===== config.mk =====
export PLATFORM = sky130hd
export DESIGN_NAME = cla_adder16
export DESIGN_NICKNAME = d
export VERILOG_FILES = /design/src/rtl/cla_pkg.sv /design/src/rtl/cla_bit_pg.sv /design/src/rtl/cla_lookahead4.sv /design/src/rtl/cla_group4.sv /design/src/rtl/cla_adder16.sv
export SDC_FILE = /design/constraint.sdc
export NUM_CORES = 1
export LEC_CHECK = 0
export ABC_AREA = 0
export CORE_MARGIN = 2
export CORE_UTILIZATION = 45
export DETAILED_ROUTE_END_ITERATION = 6
export PLACE_DENSITY = 0.86
export SLEW_MARGIN = 30
export SYNTH_ARGS = -nofsm -noshare
export SYNTH_HDL_FRONTEND = slang
export SYNTH_SLANG_ARGS = --single-unit

===== constraint.sdc =====
create_clock -name vclk -period 5.17
set_input_delay 1.551 -clock vclk [all_inputs]
set_output_delay 1.551 -clock vclk [all_outputs]
set_load 0.05 [all_outputs]

===== src/rtl/cla_pkg.sv =====
package cla_pkg;
  localparam int unsigned GRP_W  = 4;
  localparam int unsigned NUM_GRP = 4;
  localparam int unsigned DATA_W = GRP_W * NUM_GRP;

  typedef logic [GRP_W-1:0]   grp_vec_t;
  typedef logic [NUM_GRP-1:0] grp_flag_t;
endpackage


===== src/rtl/cla_bit_pg.sv =====
module cla_bit_pg
  import cla_pkg::*;
(
  input  grp_vec_t a_i,
  input  grp_vec_t b_i,
  output grp_vec_t g_o,
  output grp_vec_t p_o
);
  for (genvar k = 0; k < GRP_W; k++) begin : g_bit
    assign g_o[k] = a_i[k] & b_i[k];
    assign p_o[k] = a_i[k] | b_i[k];
  end
endmodule


===== src/rtl/cla_lookahead4.sv =====
module cla_lookahead4 (
  input  logic [3:0] g_i,
  input  logic [3:0] p_i,
  input  logic       c_i,
  output logic [3:1] c_int_o,
  output logic       c_o,
  output logic       p_o,
  output logic       g_o
);
  assign c_int_o[1] = g_i[0] | (p_i[0] & c_i);
  assign c_int_o[2] = g_i[1] | (p_i[1] & g_i[0]) | (p_i[1] & p_i[0] & c_i);
  assign c_int_o[3] = g_i[2] | (p_i[2] & g_i[1]) | (p_i[2] & p_i[1] & g_i[0])
                    | (p_i[2] & p_i[1] & p_i[0] & c_i);
  assign c_o = g_i[3] | (p_i[3] & g_i[2]) | (p_i[3] & p_i[2] & g_i[1])
             | (p_i[3] & p_i[2] & p_i[1] & g_i[0])
             | (p_i[3] & p_i[2] & p_i[1] & p_i[0] & c_i);
  assign p_o = p_i[0] & p_i[1] & p_i[2] & p_i[3];
  assign g_o = g_i[3] | (g_i[2] & p_i[3]) | (g_i[1] & p_i[2] & p_i[3])
             | (g_i[0] & p_i[1] & p_i[2] & p_i[3]);

  // flat carry-out must match the cascade form built from group terms
  always_comb begin
    assert_cout_form_R5: assert (c_o == (g_o | (p_o & c_i)))
      else $error("lookahead carry-out disagrees with P/G form");
  end
endmodule


===== src/rtl/cla_group4.sv =====
module cla_group4
  import cla_pkg::*;
(
  input  grp_vec_t a_i,
  input  grp_vec_t b_i,
  input  logic     c_i,
  output grp_vec_t sum_o,
  output logic     p_o,
  output logic     g_o
);
  grp_vec_t g, p;
  logic [3:1] c_int;
  logic       c_unused;
  logic [GRP_W:0] chk_tot;

  cla_bit_pg i_pg (
    .a_i (a_i),
    .b_i (b_i),
    .g_o (g),
    .p_o (p)
  );

  cla_lookahead4 i_la (
    .g_i     (g),
    .p_i     (p),
    .c_i     (c_i),
    .c_int_o (c_int),
    .c_o     (c_unused),
    .p_o     (p_o),
    .g_o     (g_o)
  );

  // p is OR-based, so sum needs the operand XOR explicitly
  assign sum_o = a_i ^ b_i ^ {c_int, c_i};

  always_comb begin
    chk_tot = {1'b0, a_i} + {1'b0, b_i} + {{GRP_W{1'b0}}, c_i};
    assert_grp_sum_R1: assert (sum_o == chk_tot[GRP_W-1:0])
      else $error("group sum wrong");
    assert_grp_cout_R6: assert ((g_o | (p_o & c_i)) == chk_tot[GRP_W])
      else $error("group carry term wrong");
    assert_grp_int_R6: assert (c_unused == chk_tot[GRP_W])
      else $error("group flat carry wrong");
  end
endmodule


===== src/rtl/cla_adder16.sv =====
module cla_adder16
  import cla_pkg::*;
(
  input  logic [15:0] a_i,
  input  logic [15:0] b_i,
  input  logic        c_i,
  output logic [15:0] sum_o,
  output logic        c_o,
  output logic        p_o,
  output logic        g_o
);
  grp_flag_t  grp_p, grp_g;
  logic [NUM_GRP-1:0] grp_cin;
  logic [3:1] c_int;
  logic [DATA_W:0] chk_tot;
  logic [DATA_W:0] chk_nc;

  for (genvar k = 0; k < NUM_GRP; k++) begin : g_grp
    cla_group4 i_grp (
      .a_i   (a_i[k*GRP_W +: GRP_W]),
      .b_i   (b_i[k*GRP_W +: GRP_W]),
      .c_i   (grp_cin[k]),
      .sum_o (sum_o[k*GRP_W +: GRP_W]),
      .p_o   (grp_p[k]),
      .g_o   (grp_g[k])
    );
  end

  cla_lookahead4 i_top_la (
    .g_i     (grp_g),
    .p_i     (grp_p),
    .c_i     (c_i),
    .c_int_o (c_int),
    .c_o     (c_o),
    .p_o     (p_o),
    .g_o     (g_o)
  );

  assign grp_cin = {c_int, c_i};

  always_comb begin
    chk_tot = {1'b0, a_i} + {1'b0, b_i} + {{DATA_W{1'b0}}, c_i};
    chk_nc  = {1'b0, a_i} + {1'b0, b_i};
    assert_sum_R1: assert (sum_o == chk_tot[DATA_W-1:0]) else $error("sum wrong");
    assert_cout_R2: assert (c_o == chk_tot[DATA_W]) else $error("carry-out wrong");
    assert_gen_R4: assert (g_o == chk_nc[DATA_W]) else $error("generate wrong");
    assert_prop_R3: assert (!p_o || (chk_nc[DATA_W-1:0] == '1) || chk_nc[DATA_W])
      else $error("propagate set without full chain");
  end
endmodule


==> results of run 1 <==
## metal layers
metal,global-route usage [%],GRT overflow
met1,60.6,1
met2,99.6,47
met3,45.1,0
met4,96.7,32
met5,25.0,0
## cell families after synthesis
logic type | after synthesis | share of synthesized area [%]
XOR/XNOR | 11 | 8.37
buffers and inverters | 46 | 15.0
AND/OR/NAND/NOR | 30 | 15.1
AO/OA/AOI/OAI | 30 | 19.8
adder cells (fa/ha/maj) | 36 | 41.7
## per-stage QoR
step	std cells	setup WS [ns]	instance area [µm²]
4_1_cts	258	-0.0661	2250
3_5_place_dp	255	-0.282	2030
3_3_place_gp	255	-0.213	2030
2_1_floorplan	153	0.00452	1160
## what timing repair did
action / CTS
setup endpoints to repair: 11
setup buffers: 3
pin swaps: 17
resized for setup: 67
==> results by group, run 1 <==
Outcome
  • Status: did not finish
  • Last stage: 5_1_grt
  • Stop err: [ERROR GRT-0232] Routing congestion too high. Check the congestion heatmap in the GUI.

Die
  • I/O pin count: 52
  • Die Height: between 50 and 60 µm
  • Rows: 18
  • Starting Density: about 47%
  • Die Wd: 54.6 µm

Logic synthesis
  • Synth top cells by count: inv_1 (46), ha_1 (32), a21oi_1 (10)
  • Mapped Nets: 222
  • Synth area leader: ha_1
  • Syn Area/Cell: 7.52 µm²
  • Top-count cell post-synth: inv_1
  • Yosys warnings: 0
  • Count of cell types in the netlist: 31
  • Synth top area share: 34.8%
  • Most area-consuming cells after synthesis: ha_1 (35%), inv_1 (15%), fa_1 (7.0%)
  • Register area share after synthesis: 0%
  • Mapped cell area: around 1200 µm²
  • Cells after synthesis: between 150 and 200

Global routing
  • Largest net degree at the start of global routing: 6
  • Total global-route track usage: ~72%
  • Grt total ovfl: 80

Placed design
  • GPL Wtd Cong: 0.812
  • Port Buffers: 52
  • DP HPWL: between 2 and 3 mm

STA
  • Worst Endpoint after GRT Repair: sum_o[9]
  • Worst endpoint type: output port

Clock network
  • Hold-fix buffers, CTS: 0
==> inputs of run 2 (changes only) <==
- CORE_AREA: unset -> 2 2 63 65
- CORE_MARGIN: 2 -> unset
- CORE_UTILIZATION: 45 -> unset
- DIE_AREA: unset -> 0 0 65 67
- PLACE_DENSITY: 0.86 -> unset
- PLACE_DENSITY_LB_ADDON: unset -> 0.15
==> run 2 against run 1 <==
Against the previous run:
- the flow now finishes without violations
- synthesized cell count did not move
- synthesized area did not move
==> results by group, run 2 <==
Die
  • Starting Density: 31.9% (-15 points)
  • Core area: 3610 µm²
  • I/O pin count: 52 (unchanged)
  • Die area: 4360 µm²
  • Die Wd: 65 µm (+19%)
  • Rows: 22 (+4)
  • Die Height: 67 µm (+23%)

Final layout
  • Most common cell after layout, fill and taps aside: inv_1
  • Area growth from synthesis to layout: 108%
  • Fraction of layout cells with a size suffix above 1: between 40% and 50%
  • FF+latch count: 0
  • Most frequent cells in the layout: inv_1 (31), buf_4 (29), ha_1 (20)
  • Antenna diodes: 0
  • Final Cell Area: ~2400 µm²
  • Fillers: 301
  • Total area of sequential cells: 0 µm²
  • Final net count: around 300
  • Multi-input gate area: 1250 µm²
  • Clock buffers: 0
  • Layout Cells excl Fill: 281

Placed design
  • Area post-placement: 2090 µm² (+3.0%)
  • Port Buffers: 52 (unchanged)
  • DP HPWL: 2.73 mm (-8.4%)
  • Inst Count DP: 278 (+9.0%)
  • GPL Wtd Cong: 0.745 (-8.2%)
  • Pre-CTS setup slack: -0.233 ns (+0.0493 ns)

Setup path
  • Crit Path Category: primary input to output pin
  • Levels on crit path: 11
  • Critical Path Slowest Stage Cell: fa_2
  • Critical Path Sink: sum_o[13]
  • CP delay by family, top: adder cells
  • CP arrival: 3.49 ns
  • Critical path capture point type: output pin
  • CP Buf/Inv Count: 3
  • Crit path cell chain: dlygate4sd2_1 -> ha_1 -> nor2b_2 -> o21ai_2 -> a21boi_4 -> o21a_2 -> nor2_4 -> inv_2 -> fa_2 -> xor2_2 -> buf_12
  • CP Launch Type: primary input
  • Worst path max stage delay: roughly 0.36 ns
  • Worst-path fanout max: 3
  • Crit path from: a_i[0]
  • CP required: 3.62 ns

Power
  • Total chip power: between 0.4 and 0.5 mW
  • PD cells: 176 nW/µm²
  • Max IR drop VDD: 0.122 mV
  • Leak: about 1.2 nW

Logic synthesis
  • Top-count cell post-synth: inv_1
  • Yosys warnings: 0 (unchanged)
  • Synth top area share: 34.8% (unchanged)
  • Synth top cells by count: inv_1 (46), ha_1 (32), a21oi_1 (10)
  • Most area-consuming cells after synthesis: ha_1 (35%), inv_1 (15%), fa_1 (7.0%)
  • Synth area leader: ha_1
  • Cells after synthesis: 153 (unchanged)
  • Mapped cell area: 1150 µm² (unchanged)
  • Count of cell types in the netlist: 31 (unchanged)
  • Mapped Nets: 222 (unchanged)
  • Syn Area/Cell: 7.52 µm² (unchanged)
  • Register area share after synthesis: 0% (unchanged)

Routing
  • ANT nets after route: 0
  • DRC errors left: 0
  • Vias: 1271
  • Initial detailed-routing violation count: 21
  • WL final: around 3.2 mm
  • Drt wl/cell: 11.6 µm
  • Vias per cell: about 4.5
  • Router iterations before antenna repair: 3

STA
  • Final setup viols: 0
  • Max Freq: about 0.2 GHz
  • Final Hold Fails: 0
  • Pins Over Slew Limit: 0
  • Fin crit share: 97.5%
  • Hold Slack: 3.70 ns
  • Final min period: 5.04 ns
  • Final WS setup: 0.129 ns
  • Relative slew slack: 71.2%
  • RSZ-0062 raised after global routing: false
  • Worst slew pin tran: 0.427 ns

Hold path
  • Hold Path Class: primary input to output pin

Global routing
  • Vias in the first global route: between 1000 and 1500
  • Antenna violations before repair: 0
  • Largest net degree at the start of global routing: 6
  • Grt total ovfl: 0
  • First-pass GRT wire length: 5.71 mm
  • Total global-route track usage: 15.9%

Flow run
  • MaxCap Viol Count: 0

Clock network
  • Hold-fix buffers, CTS: 0 (unchanged)

Outcome
  • Status: finished, final reports clean
[run 2: cell counts after synthesis]
Identical to the previous run, type by type.
[run 2: worst min-delay path by stage]
stage	to	from	slack, ns	cells after the start
finish	sum_o[11]	b_i[11]	3.70	5
global route	sum_o[11]	a_i[11]	3.73	5
CTS	sum_o[5]	b_i[5]	3.78	5
detailed placement	sum_o[5]	b_i[5]	3.98	5
global placement	sum_o[9]	b_i[9]	3.95	5
floorplan	sum_o[0]	c_i	3.48	3
[run 2: kinds of logic after synthesis]
kind of cell | Yosys count | synth area share (%)
compound gates | 30 | 19.8
xor+xnor | 11 | 8.37
fa+ha+maj | 36 | 41.7
buf+inv | 46 | 15.0
simple gates | 30 | 15.1
[run 2: what timing repair did]
action                                  4_1_cts  5_1_grt
pin swaps                                    16       10
endpoints found under the hold margin         0        0
buffers inserted                              3        0
endpoints found under the setup margin       11        6
gates resized for setup                      77       14
[run 2: metrics by stage]
step           util, %  TNS (ns)
2_1_floorplan        -         0
3_3_place_gp      58.0    -0.833
3_5_place_dp      58.0     -1.16
4_1_cts           65.7         0
5_1_grt           66.4         0
6_report          66.4         0
[run 2: final cells by class]
| type | instances | area share [%] |
|---|---|---|
| Inverter | 46 | 7.21 |
| Multi-Input combinational cell | 107 | 52.1 |
| Tap cell | 48 | 2.51 |
| Timing Repair Buffer | 80 | 38.2 |
[run 2: report_power, final]
group / total [mW] / switching (mW) / internal [mW]
sequential: 0 / 0 / 0
clock: 0 / 0 / 0
combinational: 0.421 / 0.213 / 0.208
[run 2: layer usage]
metal / track usage [%] / up-vias / routed length [µm]
met1: 17.4 / 597 / 1220
met3: 0.338 / 0 / 122
met4: 0.532 / 0 / 0
met2: 34.8 / 27 / 1910
met5: 0 / - / 0
li1: - / 647 / -
No activity file was read; power rests on OpenSTA's default activity.
